$ cat src/rtl/rdo_pkg.sv
package rdo_pkg;
  typedef enum logic [1:0] {
    CMD_HOLD  = 2'd0,
    CMD_READ  = 2'd1,
    CMD_DESEL = 2'd2
  } rdo_cmd_e;
endpackage

$ cat src/rtl/rdo_cmd_stage.sv
// First stage: decodes the command (deselect wins) and tracks drive state.
module rdo_cmd_stage
  import rdo_pkg::*;
(
  input  logic clk,
  input  logic rst_n,
  input  logic cmd_read,
  input  logic cmd_desel,
  output logic s1_read,
  output logic s1_drv
);
  rdo_cmd_e cmd;

  always_comb begin
    if (cmd_desel)     cmd = CMD_DESEL;
    else if (cmd_read) cmd = CMD_READ;
    else               cmd = CMD_HOLD;
  end

  always_ff @(posedge clk) begin
    if (!rst_n) begin
      s1_read <= 1'b0;
      s1_drv  <= 1'b0;
    end else begin
      s1_read <= (cmd == CMD_READ);
      case (cmd)
        CMD_READ:  s1_drv <= 1'b1;
        CMD_DESEL: s1_drv <= 1'b0;
        default:   s1_drv <= s1_drv;
      endcase
    end
  end
endmodule

$ cat src/rtl/rdo_out_reg.sv
// Output register: captures the array word and the flags one edge later.
module rdo_out_reg #(
  parameter int DATA_W = 18
) (
  input  logic              clk,
  input  logic              rst_n,
  input  logic              in_read,
  input  logic              in_drv,
  input  logic [DATA_W-1:0] in_data,
  output logic              q_read,
  output logic              q_drv,
  output logic [DATA_W-1:0] q_data
);
  always_ff @(posedge clk) begin
    if (!rst_n) begin
      q_read <= 1'b0;
      q_drv  <= 1'b0;
      q_data <= '0;
    end else begin
      q_read <= in_read;
      q_drv  <= in_drv;
      if (in_read) q_data <= in_data;
    end
  end
endmodule

$ cat src/rtl/sram_rdout_pipe.sv
module sram_rdout_pipe #(
  parameter int DATA_W = 18
) (
  input  logic              clk,
  input  logic              rst_n,
  input  logic              cmd_read,
  input  logic              cmd_desel,
  input  logic              pipe_mode,
  input  logic              oe,
  input  logic [DATA_W-1:0] arr_data,
  output logic [DATA_W-1:0] out_data,
  output logic              out_valid,
  output logic              out_drive
);
  logic              s1_read, s1_drv;
  logic              s2_read, s2_drv;
  logic [DATA_W-1:0] s2_data;
  logic              sel_drv;

  rdo_cmd_stage u_cmd (
    .clk       (clk),
    .rst_n     (rst_n),
    .cmd_read  (cmd_read),
    .cmd_desel (cmd_desel),
    .s1_read   (s1_read),
    .s1_drv    (s1_drv)
  );

  rdo_out_reg #(.DATA_W(DATA_W)) u_oreg (
    .clk     (clk),
    .rst_n   (rst_n),
    .in_read (s1_read),
    .in_drv  (s1_drv),
    .in_data (arr_data),
    .q_read  (s2_read),
    .q_drv   (s2_drv),
    .q_data  (s2_data)
  );

  // Timing select: flow-through bypasses the output register.
  always_comb begin
    if (pipe_mode) begin
      out_data  = s2_data;
      out_valid = s2_read;
      sel_drv   = s2_drv;
    end else begin
      out_data  = arr_data;
      out_valid = s1_read;
      sel_drv   = s1_drv;
    end
    out_drive = sel_drv & oe;
  end
endmodule


$ cat config.mk
export PLATFORM = sky130hd
export DESIGN_NAME = sram_rdout_pipe
export DESIGN_NICKNAME = d
export VERILOG_FILES = /design/src/rtl/rdo_pkg.sv /design/src/rtl/rdo_cmd_stage.sv /design/src/rtl/rdo_out_reg.sv /design/src/rtl/sram_rdout_pipe.sv
export SDC_FILE = /design/constraint.sdc
export NUM_CORES = 1
export LEC_CHECK = 0
export ABC_AREA = 1
export BUFFER_PORTS_ARGS = -buffer_cell sky130_fd_sc_hd__buf_2
export CAP_MARGIN = 25
export CORE_MARGIN = 3
export CORE_UTILIZATION = 51
export CTS_BUF_LIST = sky130_fd_sc_hd__clkbuf_4 sky130_fd_sc_hd__clkbuf_8
export CTS_CLUSTER_DIAMETER = 50
export DETAILED_ROUTE_END_ITERATION = 6
export PLACE_DENSITY = 0.82
export SYNTH_ARGS = -nofsm -noshare
export SYNTH_HDL_FRONTEND = slang
export SYNTH_HIERARCHICAL = 1
export SYNTH_SLANG_ARGS = --single-unit
$ cat constraint.sdc
create_clock -name clk -period 1.1 [get_ports clk]
set_clock_uncertainty 0.1 [all_clocks]
set_input_delay 0.22 -clock clk [delete_from_list [all_inputs] [get_ports clk]]
set_output_delay 0.22 -clock clk [all_outputs]
set_load 0.05 [all_outputs]
==> out/qor.csv <==
stage,metric,value,unit
sta,Hold Fails Final Rpt,0,
yosys,Yosys top cell by area,dfxtp_1,
routing,First-pass DRT Iterations,4,
setup_path,"setup slack, reg-to-reg",-0.02,ns
floorplan,row cnt,17,
sta,Fmax,0.738,GHz
floorplan,Die X,54.7,um
finish,Area Overhead vs Synth,61.2,%
routing,vias per inst,5.00,
placed_design,hpwl dp,1720,um
sta,RSZ-0062 raised after global routing,true,
yosys,Mapped Area,1210,um^2
yosys,share of the synthesized area in the top cell type,0.364,
routing,Antenna Nets Post-Route,0,
placed_design,gpl congestion,0.694,
yosys,Synthesized Nets,218,
job,Max Cap Violations,0,
power,Leak,0.985,nW
setup_path,slowest CP cell,dfxtp_1,
finish,final net count,266,
routing,DR WL/cell,13.7,um
floorplan,DIE AREA,3000,um^2
finish,area of the multi-input gates,751,um^2
outcome,status,"complete, but fails checks",
yosys,"count leader, synth",nand2_1,
yosys,sequential area share after synthesis,0.364,
cts,clk slew on worst S/H paths,0.13,ns
setup_path,CP required,0.78,ns
yosys,synth unique cells,12,
outcome,failing checks,negative setup slack,
cts,Clock Path Buffers,2,
setup_path,"Buf+Inv Stages, Crit Path",1,
setup_path,Top Family by Delay on Critical Path,flip-flops,
floorplan,Ports,44,
finish,register area,464,um^2
yosys,"EDFF count, synth",0,
setup_path,crit end category,output port,
cts,Num CTS Buffers,3,
setup_path,worst path arrival time,1.03,ns
yosys,ys async rst share,0,
cts,CTS Hold Bufs,0,
cts,CTS Sinks,22,
finish,"Core Util, Final",0.874,
power,peak supply drop,0.000891,V
yosys,Synth Instances,194,
cts,CTS tree,built,
routing,DRC,0,
global_route,initial antenna violation count,0,
setup_path,"critical path fanouts, max",1,
setup_path,startpoint type of the worst setup path,flip-flop,
routing,DR iter-0 viols,28,
placed_design,PortBufs,43,
finish,fillers,114,
cts,H-tree Lvls,1,
sta,# setup viols final,21,
sta,Slew Limit Fails,0,
setup_path,critical path's largest stage delay,0.37,ns
worst_hold_path,Hold Crit Class,input port to flip-flop,
floorplan,Die Y,54.7,um
yosys,yosys warns,6,
sta,setup TNS,-3.88,ns
setup_path,worst reg2reg endpoint,u_oreg/q_data[3],
worst_hold_path,Hold Crit Endpoint,u_cmd/s1_read,
yosys,Main synth FF type,dfxtp_1,
finish,share of layout cells above drive strength 1,0.577,
yosys,largest cells by area after synthesis,"dfxtp_1 36%, nand2_1 15%, inv_1 13%",
floorplan,Core Box Area,2230,um^2
global_route,Total GRT Usage,0.213,
power,Power Density,1060,nW/um^2
finish,n_diodes,0,
setup_path,"Cell Chain, Critical Path","nand2_1, o21ai_2, buf_6",
global_route,via count of the first global-routing pass,1168,
floorplan,Initial Util,0.542,
worst_hold_path,Worst Hold Depth,3,
global_route,global-route wire length before repair,4620,um
cts,clk root buf,clkbuf_4,
sta,Slew HR,0.888,
cts,worst skew pair latency,0.31,ns
sta,Slew @ Worst Pin,0.168,ns
worst_hold_path,hold path start,cmd_read,
setup_path,CP Class,flip-flop to output port,
placed_design,# placed instances,261,
setup_path,worst r2r src,u_cmd/s1_read,
yosys,leading cell types by count after synthesis,"49 x nand2_1, 42 x inv_1, 31 x nor2_1",
routing,final wirelength,3680,um
routing,Via Count,1344,
finish,Non-Filler Instances,269,
yosys,Syn Area/Cell,6.24,um^2
sta,setup slack after layout,-0.254,ns
sta,fin crit share,1.23,
setup_path,R2R depth,5,
yosys,"FF+latch count, synth",22,
global_route,GRT overflow,0,
sta,post-layout minimum cycle time,1.35,ns
global_route,pin count of the biggest net entering global routing,24,
registers in the layout, indices dropped and copies added, names as in the netlist:
signal and count:
u_oreg/q_read 1, u_oreg/q_data 18, u_cmd/s1_read 1, u_oreg/q_drv 1, u_cmd/s1_drv 1
worst max path at each step:
stage | from | end | slack, ns | cells after the start
floorplan | pipe_mode | out_data[16] | -0.07 | 2
global placement | pipe_mode | out_data[13] | -0.22 | 5
detailed placement | pipe_mode | out_data[5] | -0.24 | 5
CTS | u_oreg/q_drv | out_drive | -0.26 | 5
global route | u_oreg/q_drv | out_drive | -0.33 | 5
finish | u_oreg/q_read | out_valid | -0.25 | 3
layout make-up:
class                           instances  area share
Clock buffer                            4      0.0186
Tap cell                               28      0.0179
Timing Repair Buffer                   53       0.260
Inverter                               42      0.0808
Sequential cell                        22       0.238
Multi-Input combinational cell        120       0.385
tightest hold or removal path, delay by kind of cell:
| kind | cells | cell delay (ns) |
|---|---|---|
| and+or+nand+nor | 1 | 0.04 |
| buffers and inverters | 2 | 0.15 |
per-stage QoR:
stage | hold WS [ns] | setup WS, ns | power (mW) | instance area (um^2)
after global routing | 0.0294 | -0.328 | 2.15 | 1950
after global placement | 0.350 | -0.220 | 1.46 | 1630
after detailed placement | 0.351 | -0.237 | 1.47 | 1630
after CTS | 0.0115 | -0.263 | 2.01 | 1870
final | 0.0180 | -0.254 | 2.06 | 1950
after floorplan | 0.232 | -0.0660 | 1.33 | 1390
logic make-up (layout without fill, tap and decap cells):
kind of cell	after synthesis	after routing	synth area share
AO/OA/AOI/OAI	19	19	0.0785
flip-flops	22	22	0.364
AND/OR/NAND/NOR	101	101	0.356
buffers and inverters	52	99	0.201
cells in the final DEF, fill, tap and decap left out:
cell and n:
inv_1 42, nand2_2 31, nand2_1 29, nor2_1 28, buf_2 23, buf_6 20, dfxtp_2 19, o21ai_4 12
nor2_2 12, o21ai_2 7, buf_12 4, clkbuf_4 3, buf_4 3, dfxtp_1 3, clkbuf_16 2, nor2_4 1
clkbuf_8 1, buf_8 1
timing repair:
action,CTS,global route
setup buffers,2,1
pin swaps,3,1
setup endpoints to repair,20,31
cloned,0,2
gates resized for setup,76,10
metal layers:
| metal | up-vias | global-route usage | share of wire |
|---|---|---|---|
| li1 | 649 | - | - |
| met1 | 623 | 0.221 | 0.39 |
| met2 | 58 | 0.417 | 0.53 |
| met3 | 14 | 0.0163 | 0.047 |
| met4 | 0 | 0.104 | 0.036 |
| met5 | - | 0 | 0 |
where the power goes:
| part | internal, mW | switching [mW] |
|---|---|---|
| Sequential | 0.844 | 0.0281 |
| Combinational | 0.285 | 0.452 |
| Clock | 0.202 | 0.254 |
(Power assumes the default switching activity.)
